### src/rtl/pin_bank_pkg.sv
package pin_bank_pkg;

  localparam int ADDR_W      = 8;
  localparam int DATA_W      = 32;
  localparam int P0_W        = 8;
  localparam int P1_W        = 24;
  localparam int P2_W        = 13;
  localparam int P3_BI_W     = 6;
  localparam int P3_GPO_W    = 24;
  localparam int P3_GPI_W    = 22;
  localparam int SYNC_STAGES = 2;
  localparam int SYNC_W      = P0_W + P1_W + P2_W + P3_BI_W + P3_GPI_W;

  // bidirectional port 3 pins: write/direction lane base, and readback lanes
  localparam int P3_BI_LSB   = 25;
  localparam int P3_BI_RD_LO = 10;
  localparam int P3_BI_RD_TOP = 24;
  localparam int P3_IN_SPAN  = 28;

  // register offsets
  localparam logic [ADDR_W-1:0] OFF_P3_IN   = 8'h00;
  localparam logic [ADDR_W-1:0] OFF_P3_OSET = 8'h04;
  localparam logic [ADDR_W-1:0] OFF_P3_OCLR = 8'h08;
  localparam logic [ADDR_W-1:0] OFF_P3_OST  = 8'h0C;
  localparam logic [ADDR_W-1:0] OFF_P2_DSET = 8'h10;
  localparam logic [ADDR_W-1:0] OFF_P2_DCLR = 8'h14;
  localparam logic [ADDR_W-1:0] OFF_P2_DST  = 8'h18;
  localparam logic [ADDR_W-1:0] OFF_P2_IN   = 8'h1C;
  localparam logic [ADDR_W-1:0] OFF_P2_OSET = 8'h20;
  localparam logic [ADDR_W-1:0] OFF_P2_OCLR = 8'h24;
  localparam logic [ADDR_W-1:0] OFF_P2_MSET = 8'h28;
  localparam logic [ADDR_W-1:0] OFF_P2_MCLR = 8'h2C;
  localparam logic [ADDR_W-1:0] OFF_P2_MST  = 8'h30;
  localparam logic [ADDR_W-1:0] OFF_P0_IN   = 8'h40;
  localparam logic [ADDR_W-1:0] OFF_P0_OSET = 8'h44;
  localparam logic [ADDR_W-1:0] OFF_P0_OCLR = 8'h48;
  localparam logic [ADDR_W-1:0] OFF_P0_OST  = 8'h4C;
  localparam logic [ADDR_W-1:0] OFF_P0_DSET = 8'h50;
  localparam logic [ADDR_W-1:0] OFF_P0_DCLR = 8'h54;
  localparam logic [ADDR_W-1:0] OFF_P0_DST  = 8'h58;
  localparam logic [ADDR_W-1:0] OFF_P1_IN   = 8'h60;
  localparam logic [ADDR_W-1:0] OFF_P1_OSET = 8'h64;
  localparam logic [ADDR_W-1:0] OFF_P1_OCLR = 8'h68;
  localparam logic [ADDR_W-1:0] OFF_P1_OST  = 8'h6C;
  localparam logic [ADDR_W-1:0] OFF_P1_DSET = 8'h70;
  localparam logic [ADDR_W-1:0] OFF_P1_DCLR = 8'h74;
  localparam logic [ADDR_W-1:0] OFF_P1_DST  = 8'h78;

  // strobes from the decoder to the datapath, one per set/clear register
  typedef struct packed {
    logic p0OutSet;
    logic p0OutClr;
    logic p0DirSet;
    logic p0DirClr;
    logic p1OutSet;
    logic p1OutClr;
    logic p1DirSet;
    logic p1DirClr;
    logic p2OutSet;
    logic p2OutClr;
    logic p2DirSet;
    logic p2DirClr;
    logic p2MuxSet;
    logic p2MuxClr;
    logic p3OutSet;
    logic p3OutClr;
  } wrStrobe_t;

  typedef enum logic [3:0] {
    RD_NONE,
    RD_P0_IN,
    RD_P0_OUT,
    RD_P0_DIR,
    RD_P1_IN,
    RD_P1_OUT,
    RD_P1_DIR,
    RD_P2_IN,
    RD_P2_DIR,
    RD_P2_MUX,
    RD_P3_IN,
    RD_P3_OUT
  } rdSel_t;

  // write-one-to-set / write-one-to-clear update of a word
  function automatic logic [DATA_W-1:0] applyWord(
    input logic [DATA_W-1:0] cur,
    input logic [DATA_W-1:0] data,
    input logic              doSet,
    input logic              doClr
  );
    logic [DATA_W-1:0] res;
    res = cur;
    if (doSet) res = res | data;
    if (doClr) res = res & ~data;
    return res;
  endfunction

  // true for lanes of the port 3 input word taken by bidirectional readback
  function automatic logic isBiLane(input int lane);
    return ((lane >= P3_BI_RD_LO) && (lane < P3_BI_RD_LO + P3_BI_W - 1)) ||
           (lane == P3_BI_RD_TOP);
  endfunction

  // assemble the irregular port 3 input word
  function automatic logic [DATA_W-1:0] p3InWord(
    input logic [P3_BI_W-1:0]  bi,
    input logic [P3_GPI_W-1:0] gpi
  );
    logic [DATA_W-1:0] w;
    int k;
    w = '0;
    k = 0;
    for (int lane = 0; lane < P3_IN_SPAN; lane++) begin
      if (isBiLane(lane)) begin
        if (lane == P3_BI_RD_TOP) w[lane] = bi[P3_BI_W-1];
        else                      w[lane] = bi[lane - P3_BI_RD_LO];
      end else if (k < P3_GPI_W) begin
        w[lane] = gpi[k];
        k++;
      end
    end
    return w;
  endfunction

endpackage

### src/rtl/pin_sync.sv
module pin_sync #(
  parameter int WIDTH  = 8,
  parameter int STAGES = 2
) (
  input  logic             clk,
  input  logic             rstN,
  input  logic [WIDTH-1:0] din,
  output logic [WIDTH-1:0] dout
);

  for (genvar s = 0; s < STAGES; s++) begin : g_stage
    logic [WIDTH-1:0] q;
    if (s == 0) begin : g_first
      always_ff @(posedge clk or negedge rstN) begin
        if (!rstN) q <= '0;
        else       q <= din;
      end
    end else begin : g_next
      always_ff @(posedge clk or negedge rstN) begin
        if (!rstN) q <= '0;
        else       q <= g_stage[s-1].q;
      end
    end
  end

  assign dout = g_stage[STAGES-1].q;

endmodule

### src/rtl/pin_bank_decode.sv
module pin_bank_decode
  import pin_bank_pkg::*;
(
  input  logic              busWrEn,
  input  logic              busRdEn,
  input  logic [ADDR_W-1:0] busAddr,
  output wrStrobe_t         wrStb,
  output rdSel_t            rdSel,
  output logic              rdReq
);

  always_comb begin
    wrStb = '0;
    rdSel = RD_NONE;
    unique case (busAddr)
      OFF_P0_IN:   rdSel = RD_P0_IN;
      OFF_P0_OSET: wrStb.p0OutSet = busWrEn;
      OFF_P0_OCLR: wrStb.p0OutClr = busWrEn;
      OFF_P0_OST:  rdSel = RD_P0_OUT;
      OFF_P0_DSET: wrStb.p0DirSet = busWrEn;
      OFF_P0_DCLR: wrStb.p0DirClr = busWrEn;
      OFF_P0_DST:  rdSel = RD_P0_DIR;
      OFF_P1_IN:   rdSel = RD_P1_IN;
      OFF_P1_OSET: wrStb.p1OutSet = busWrEn;
      OFF_P1_OCLR: wrStb.p1OutClr = busWrEn;
      OFF_P1_OST:  rdSel = RD_P1_OUT;
      OFF_P1_DSET: wrStb.p1DirSet = busWrEn;
      OFF_P1_DCLR: wrStb.p1DirClr = busWrEn;
      OFF_P1_DST:  rdSel = RD_P1_DIR;
      OFF_P2_IN:   rdSel = RD_P2_IN;
      OFF_P2_OSET: wrStb.p2OutSet = busWrEn;
      OFF_P2_OCLR: wrStb.p2OutClr = busWrEn;
      OFF_P2_DSET: wrStb.p2DirSet = busWrEn;
      OFF_P2_DCLR: wrStb.p2DirClr = busWrEn;
      OFF_P2_DST:  rdSel = RD_P2_DIR;
      OFF_P2_MSET: wrStb.p2MuxSet = busWrEn;
      OFF_P2_MCLR: wrStb.p2MuxClr = busWrEn;
      OFF_P2_MST:  rdSel = RD_P2_MUX;
      OFF_P3_IN:   rdSel = RD_P3_IN;
      OFF_P3_OSET: wrStb.p3OutSet = busWrEn;
      OFF_P3_OCLR: wrStb.p3OutClr = busWrEn;
      OFF_P3_OST:  rdSel = RD_P3_OUT;
      default:     rdSel = RD_NONE;
    endcase
  end

  assign rdReq = busRdEn;

endmodule

### src/rtl/pin_bank_path.sv
module pin_bank_path
  import pin_bank_pkg::*;
(
  input  logic                clk,
  input  logic                rstN,
  input  wrStrobe_t           wrStb,
  input  rdSel_t              rdSel,
  input  logic                rdReq,
  input  logic [DATA_W-1:0]   wrData,
  output logic [DATA_W-1:0]   rdData,
  input  logic [P0_W-1:0]     p0PadIn,
  input  logic [P1_W-1:0]     p1PadIn,
  input  logic [P2_W-1:0]     p2PadIn,
  input  logic [P3_BI_W-1:0]  p3BiPadIn,
  input  logic [P3_GPI_W-1:0] p3InPadIn,
  output logic [P0_W-1:0]     p0Out,
  output logic [P0_W-1:0]     p0Dir,
  output logic [P1_W-1:0]     p1Out,
  output logic [P1_W-1:0]     p1Dir,
  output logic [P2_W-1:0]     p2Out,
  output logic [P2_W-1:0]     p2Dir,
  output logic [P2_W-1:0]     p2Mux,
  output logic [P3_BI_W-1:0]  p3BiOut,
  output logic [P3_BI_W-1:0]  p3BiDir,
  output logic [P3_GPO_W-1:0] p3Gpo
);

  localparam int SH_P1  = P0_W;
  localparam int SH_P2  = SH_P1 + P1_W;
  localparam int SH_BI  = SH_P2 + P2_W;
  localparam int SH_GPI = SH_BI + P3_BI_W;

  // ---------------- input synchronizers ----------------
  logic [SYNC_W-1:0] rawIn;
  logic [SYNC_W-1:0] syncIn;

  assign rawIn = {p3InPadIn, p3BiPadIn, p2PadIn, p1PadIn, p0PadIn};

  pin_sync #(.WIDTH(SYNC_W), .STAGES(SYNC_STAGES)) i_sync (
    .clk (clk),
    .rstN(rstN),
    .din (rawIn),
    .dout(syncIn)
  );

  logic [P0_W-1:0]     p0InS;
  logic [P1_W-1:0]     p1InS;
  logic [P2_W-1:0]     p2InS;
  logic [P3_BI_W-1:0]  p3BiInS;
  logic [P3_GPI_W-1:0] p3GpiInS;

  assign p0InS    = syncIn[SH_P1-1:0];
  assign p1InS    = syncIn[SH_P2-1:SH_P1];
  assign p2InS    = syncIn[SH_BI-1:SH_P2];
  assign p3BiInS  = syncIn[SH_GPI-1:SH_BI];
  assign p3GpiInS = syncIn[SYNC_W-1:SH_GPI];

  // ---------------- next-state computation ----------------
  logic [DATA_W-1:0] laneHigh;
  logic [DATA_W-1:0] nP0Out, nP0Dir, nP1Out, nP1Dir;
  logic [DATA_W-1:0] nP2Out, nP2Dir, nP2Mux;
  logic [DATA_W-1:0] nP3BiOut, nP3BiDir, nP3Gpo;

  assign laneHigh = wrData >> P3_BI_LSB;

  always_comb begin
    nP0Out   = applyWord(DATA_W'(p0Out), wrData, wrStb.p0OutSet, wrStb.p0OutClr);
    nP0Dir   = applyWord(DATA_W'(p0Dir), wrData, wrStb.p0DirSet, wrStb.p0DirClr);
    nP1Out   = applyWord(DATA_W'(p1Out), wrData, wrStb.p1OutSet, wrStb.p1OutClr);
    nP1Dir   = applyWord(DATA_W'(p1Dir), wrData, wrStb.p1DirSet, wrStb.p1DirClr);
    nP2Out   = applyWord(DATA_W'(p2Out), wrData, wrStb.p2OutSet, wrStb.p2OutClr);
    nP2Dir   = applyWord(DATA_W'(p2Dir), wrData, wrStb.p2DirSet, wrStb.p2DirClr);
    nP2Mux   = applyWord(DATA_W'(p2Mux), wrData, wrStb.p2MuxSet, wrStb.p2MuxClr);
    // port 3 bidirectional lanes share registers with other pins
    nP3BiOut = applyWord(DATA_W'(p3BiOut), laneHigh, wrStb.p3OutSet, wrStb.p3OutClr);
    nP3BiDir = applyWord(DATA_W'(p3BiDir), laneHigh, wrStb.p2DirSet, wrStb.p2DirClr);
    nP3Gpo   = applyWord(DATA_W'(p3Gpo), wrData, wrStb.p3OutSet, wrStb.p3OutClr);
  end

  // ---------------- state registers ----------------
  always_ff @(posedge clk or negedge rstN) begin
    if (!rstN) begin
      p0Out   <= '0;
      p0Dir   <= '0;
      p1Out   <= '0;
      p1Dir   <= '0;
      p2Out   <= '0;
      p2Dir   <= '0;
      p2Mux   <= '0;
      p3BiOut <= '0;
      p3BiDir <= '0;
      p3Gpo   <= '0;
    end else begin
      p0Out   <= nP0Out[P0_W-1:0];
      p0Dir   <= nP0Dir[P0_W-1:0];
      p1Out   <= nP1Out[P1_W-1:0];
      p1Dir   <= nP1Dir[P1_W-1:0];
      p2Out   <= nP2Out[P2_W-1:0];
      p2Dir   <= nP2Dir[P2_W-1:0];
      p2Mux   <= nP2Mux[P2_W-1:0];
      p3BiOut <= nP3BiOut[P3_BI_W-1:0];
      p3BiDir <= nP3BiDir[P3_BI_W-1:0];
      p3Gpo   <= nP3Gpo[P3_GPO_W-1:0];
    end
  end

  // ---------------- read path ----------------
  logic [DATA_W-1:0] rdWord;

  always_comb begin
    unique case (rdSel)
      RD_P0_IN:  rdWord = DATA_W'(p0InS);
      RD_P0_OUT: rdWord = DATA_W'(p0Out);
      RD_P0_DIR: rdWord = DATA_W'(p0Dir);
      RD_P1_IN:  rdWord = DATA_W'(p1InS);
      RD_P1_OUT: rdWord = DATA_W'(p1Out);
      RD_P1_DIR: rdWord = DATA_W'(p1Dir);
      RD_P2_IN:  rdWord = DATA_W'(p2InS);
      RD_P2_DIR: rdWord = DATA_W'(p2Dir) | (DATA_W'(p3BiDir) << P3_BI_LSB);
      RD_P2_MUX: rdWord = DATA_W'(p2Mux);
      RD_P3_IN:  rdWord = p3InWord(p3BiInS, p3GpiInS);
      RD_P3_OUT: rdWord = DATA_W'(p3Gpo);
      default:   rdWord = '0;
    endcase
  end

  always_ff @(posedge clk or negedge rstN) begin
    if (!rstN)      rdData <= '0;
    else if (rdReq) rdData <= rdWord;
    else            rdData <= '0;
  end

endmodule

### src/rtl/pin_bank_ctrl.sv
module pin_bank_ctrl
  import pin_bank_pkg::*;
(
  input  logic                clk,
  input  logic                rstN,
  input  logic                busWrEn,
  input  logic                busRdEn,
  input  logic [ADDR_W-1:0]   busAddr,
  input  logic [DATA_W-1:0]   busWrData,
  output logic [DATA_W-1:0]   busRdData,
  input  logic [P0_W-1:0]     p0PadIn,
  input  logic [P1_W-1:0]     p1PadIn,
  input  logic [P2_W-1:0]     p2PadIn,
  input  logic [P3_BI_W-1:0]  p3BiPadIn,
  input  logic [P3_GPI_W-1:0] p3InPadIn,
  output logic [P0_W-1:0]     p0PadOut,
  output logic [P0_W-1:0]     p0PadOe,
  output logic [P1_W-1:0]     p1PadOut,
  output logic [P1_W-1:0]     p1PadOe,
  output logic [P2_W-1:0]     p2PadOut,
  output logic [P2_W-1:0]     p2PadOe,
  output logic [P2_W-1:0]     p2MuxSel,
  output logic [P3_BI_W-1:0]  p3BiPadOut,
  output logic [P3_BI_W-1:0]  p3BiPadOe,
  output logic [P3_GPO_W-1:0] p3OutPad
);

  wrStrobe_t wrStb;
  rdSel_t    rdSel;
  logic      rdReq;

  pin_bank_decode i_decode (
    .busWrEn(busWrEn),
    .busRdEn(busRdEn),
    .busAddr(busAddr),
    .wrStb  (wrStb),
    .rdSel  (rdSel),
    .rdReq  (rdReq)
  );

  pin_bank_path i_path (
    .clk      (clk),
    .rstN     (rstN),
    .wrStb    (wrStb),
    .rdSel    (rdSel),
    .rdReq    (rdReq),
    .wrData   (busWrData),
    .rdData   (busRdData),
    .p0PadIn  (p0PadIn),
    .p1PadIn  (p1PadIn),
    .p2PadIn  (p2PadIn),
    .p3BiPadIn(p3BiPadIn),
    .p3InPadIn(p3InPadIn),
    .p0Out    (p0PadOut),
    .p0Dir    (p0PadOe),
    .p1Out    (p1PadOut),
    .p1Dir    (p1PadOe),
    .p2Out    (p2PadOut),
    .p2Dir    (p2PadOe),
    .p2Mux    (p2MuxSel),
    .p3BiOut  (p3BiPadOut),
    .p3BiDir  (p3BiPadOe),
    .p3Gpo    (p3OutPad)
  );

endmodule

### config.mk
export PLATFORM = sky130hd
export DESIGN_NAME = pin_bank_ctrl
export DESIGN_NICKNAME = d
export VERILOG_FILES = /design/src/rtl/pin_bank_pkg.sv /design/src/rtl/pin_sync.sv /design/src/rtl/pin_bank_decode.sv /design/src/rtl/pin_bank_path.sv /design/src/rtl/pin_bank_ctrl.sv
export SDC_FILE = /design/constraint.sdc
export NUM_CORES = 1
export LEC_CHECK = 0
export CAP_MARGIN = 40
export CORE_MARGIN = 3
export CORE_UTILIZATION = 62
export DETAILED_ROUTE_END_ITERATION = 6
export DONT_BUFFER_PORTS = 1
export GPL_TIMING_DRIVEN = 0
export PLACE_DENSITY = 0.85
export SYNTH_ARGS = -nofsm -noshare
export SYNTH_HDL_FRONTEND = slang
export SYNTH_SLANG_ARGS = --single-unit
### constraint.sdc
create_clock -name clk -period 1.5 [get_ports clk]
set_input_delay 0.3 -clock clk [delete_from_list [all_inputs] [get_ports clk]]
set_output_delay 0.3 -clock clk [all_outputs]
set_load 0.02 [all_outputs]
==> run_results.csv <==
group,metric,value,unit
yosys,synthArstFlopShare,100.0,%
worst_setup_path,cp.required,1930,ps
floorplan,fp.dieH,141.7,um
cts,numCtsBuffers,30,
worst_setup_path,endpoint_kind,"register",
sta,min_period,2237,ps
sta,fmaxAchievable,447.0,MHz
global_route,gr-total-overflow,0,
cells_and_area,fillers,669,
yosys,syn_area,11410,um2
cells_and_area,regArea,7909,um2
sta,tightest_slew,859.2,ps
cells_and_area,area_growth_syn_to_layout,38.10,%
routing,dr.pass1.iters,6,
global_route,grt_max_degree,317,
floorplan,core_area,17660,um2
floorplan,initial_core_util,64.62,%
cells_and_area,finalNetCount,1287,
sta,fin_crit_sh,149.1,%
floorplan,floorplan.die_area,20070,um2
sta,rsz0062_at_grt,"yes",
power,ir_drop,1.270,mV
floorplan,dieWidth,141.7,um
place,numPortBuffers,0,
yosys,ys.warnings.count,0,
place,place_hpwl,25710,um
yosys,ys_ff_latch,316,
sta,setup_ws,-736.9,ps
routing,dr_total_vias,10532,
cts,clkSinkCount,316,
worst_setup_path,crit_type,"input pin to register",
routing,routedWlPerCell,32.47,um
worst_setup_path,crit_chain,"buf_12, buf_4, nor2_2, o21ai_1, o21a_4, ha_4, a21boi_4, a21oi_4, buf_4, nor2b_2, buf_6, a222oi_1, a31oi_1",
cts,clock_latency,570,ps
job,maxCapViolations,0,
routing,drtIter0Drc,1838,
yosys,synth_area_per_cell,11.98,um2
yosys,synth-main-ff-cell,"dfrtp_1",
worst_setup_path,startpoint_type,"input pin",
global_route,grt_pass1_vias,10318,
power,power_leakage,7.028,nW
cts,clk_pin_slew,70,ps
sta,finalSetupViolations,92,
place,dp_worst_setup_slack,-1833,ps
routing,drc,0,
run_status,violations,"negative hold slack, negative setup slack",
yosys,synth.distinct_cells,63,
worst_setup_path,crit_slowest_cell,"a222oi_1",
sta,slew_violations,0,
worst_hold_path,hold_class,"input pin to async pin",
place,gp_congestion,0.9660,
cts,cts_tree,"built",
cells_and_area,multi_input_area,3906,um2
sta,fin_skew,14.98,ps
yosys,ys_seq_area_share,69.31,%
yosys,syn_inst,952,
yosys,synth_area_leaders,"dfrtp_1 69%, a21oi_1 14%, clkbuf_1 1.7%, a22oi_1 1.6%, nand2_1 1.6%",
sta,slew_headroom,42.72,%
yosys,synth_top_area_cell,"dfrtp_1",
place,postPlaceCellArea,11980,um2
routing,routed_wl,46070,um
sta,hold_slack,-563.7,ps
yosys,syn-num-nets,1072,
cells_and_area,fin_util,89.24,%
cts,clockRootBuffer,"clkbuf_16",
yosys,synth_edf_count,0,
sta,hold_violations,316,
power,power_density,1209,nW/um2
floorplan,core.rowCount,48,
cells_and_area,drive_above_1_share,26.20,%
floorplan,io_pins,288,
cells_and_area,finalInstanceArea,15760,um2
global_route,antenna_found_initial,2,
routing,via_per_inst,7.422,
global_route,grt_usage,43.27,%
worst_setup_path,cp.arrival,2660,ps
routing,ant_nets,0,
worst_setup_path,reg2reg_depth,4,
run_status,status,"complete, but fails checks",
cts,cts_buffer_depth,3,
worst_setup_path,worstPathMaxFanout,6,
yosys,yosysTopAreaCellShare,69.31,%
global_route,grt_pass1_wl,64310,um
cts,htree_levels,1,
worst_setup_path,crit_path_max_incr_delay,430,ps
worst_setup_path,path_common_cell,"buf_4",
==> critical path, delay by kind of cell <==
kind                     cells  cell delay [ps]
AO/OA/AOI/OAI                6             1300
adder cells (fa/ha/maj)      1              200
buffers and inverters        4              550
AND/OR/NAND/NOR              2              310
==> placed cells by master (no fill, tap or decap), drive strengths merged, types with 3 or more instances in the layout <==
master       count
inv              9
nand2           50
clkbuf          83
a221oi          20
nand3           10
a222oi          10
clkinv           7
buf            115
a21oi          313
a32oi            3
dlygate4sd3     96
and3             7
a22oi           25
bufinv           7
a31oi           11
nor3             7
and2             4
o2bb2ai          3
nor4             6
o22ai            8
diode            3
nand2b           5
dfrtp          316
o21ai            4
ha               3
nor2            35
==> logic make-up after synthesis <==
family	share of synthesized area (%)
AOI/OAI and AO/OA	20.90
xor gates and xnor gates	0.07678
adders and majority gates	0.3290
buffers and inverters	3.005
DFF	69.31
muxes	0.1755
other	0.03287
and+or+nand+nor	6.174
==> area by class of cell <==
class / instances / area share (%)
Antenna cell: 3 / 0.04765
Buffer: 68 / 3.478
Clock buffer: 40 / 5.511
Clock inverter: 16 / 1.747
Inverter: 9 / 0.2303
Multi-Input combinational cell: 556 / 24.79
Sequential cell: 316 / 50.19
Tap cell: 225 / 1.787
Timing Repair Buffer: 186 / 12.21
==> layer usage <==
layer / GRT usage (%) / wire length (um) / vias up / part of all wire, %
met3: 18.20 / 7161 / 400 / 16
met4: 26.62 / 4043 / 2 / 8.8
met2: 65.43 / 20470 / 1212 / 44
met5: 0 / 12 / - / 0.026
met1: 51.73 / 14380 / 5020 / 31
li1: - / - / 3898 / -
==> cell usage after synthesis (2+ instances only) <==
cell type,count
a21oi_1,312
a221oi_1,20
a222oi_1,10
a22o_1,2
a22oi_1,25
a31oi_1,10
a32oi_1,3
and2_1,3
and3_1,7
buf_2,10
buf_4,6
clkbuf_1,53
dfrtp_1,316
ha_1,3
inv_1,9
mux2i_1,2
nand2_1,50
nand2b_1,5
nand3_1,8
nand3_2,2
nand4bb_1,2
nor2_1,33
nor3_1,6
nor4_1,3
nor4_2,2
o21a_1,2
o21ai_0,3
o22ai_1,8
o2bb2ai_1,3
==> repair_timing <==
action,CTS,global route
resized for setup,136,95
pin swaps,52,48
buffers inserted,60,21
hold buffers,95,1
setup endpoints to repair,111,117
cloned,2,0
endpoints found under the hold margin,444,317
==> power breakdown <==
group          switching, mW  total (mW)  internal [mW]
Combinational          0.503       0.935          0.432
Sequential             0.579        9.47           8.89
Clock                   3.38        8.65           5.27
==> per-stage QoR <==
stage / instances / total power [mW] / hold slack, ps / setup TNS [ps]
6_report: 1419 / 19.06 / -563.7 / -23340
5_1_grt: 1417 / 19.43 / -574.0 / -26520
4_1_cts: 1395 / 18.81 / -568.7 / -17740
3_5_place_dp: 1185 / 10.06 / 15.49 / -142610
3_3_place_gp: 1177 / 10.01 / 16.23 / -161470
2_1_floorplan: 952 / 9.818 / 4.409 / -45590
==> path summary, 6_finish.rpt <==
kind	start	endpoint	slack, ps
worst min-delay path	rstN	i_path.i_sync.g_stage[0].q[58]$_DFF_PN0_	-560
max in group asynchronous	rstN	i_path.rdData[29]$_DFF_PN0_	1350
worst max-delay path	busAddr[3]	i_path.rdData[8]$_DFF_PN0_	-740
worst min register to register	i_path.i_sync.g_stage[0].q[21]$_DFF_PN0_	i_path.i_sync.dout[21]$_DFF_PN0_	340
min in group clk	busRdEn	i_path.rdData[8]$_DFF_PN0_	90
worst max register to register	register	i_path.rdData[5]$_DFF_PN0_	-160
(Power assumes the default switching activity.)
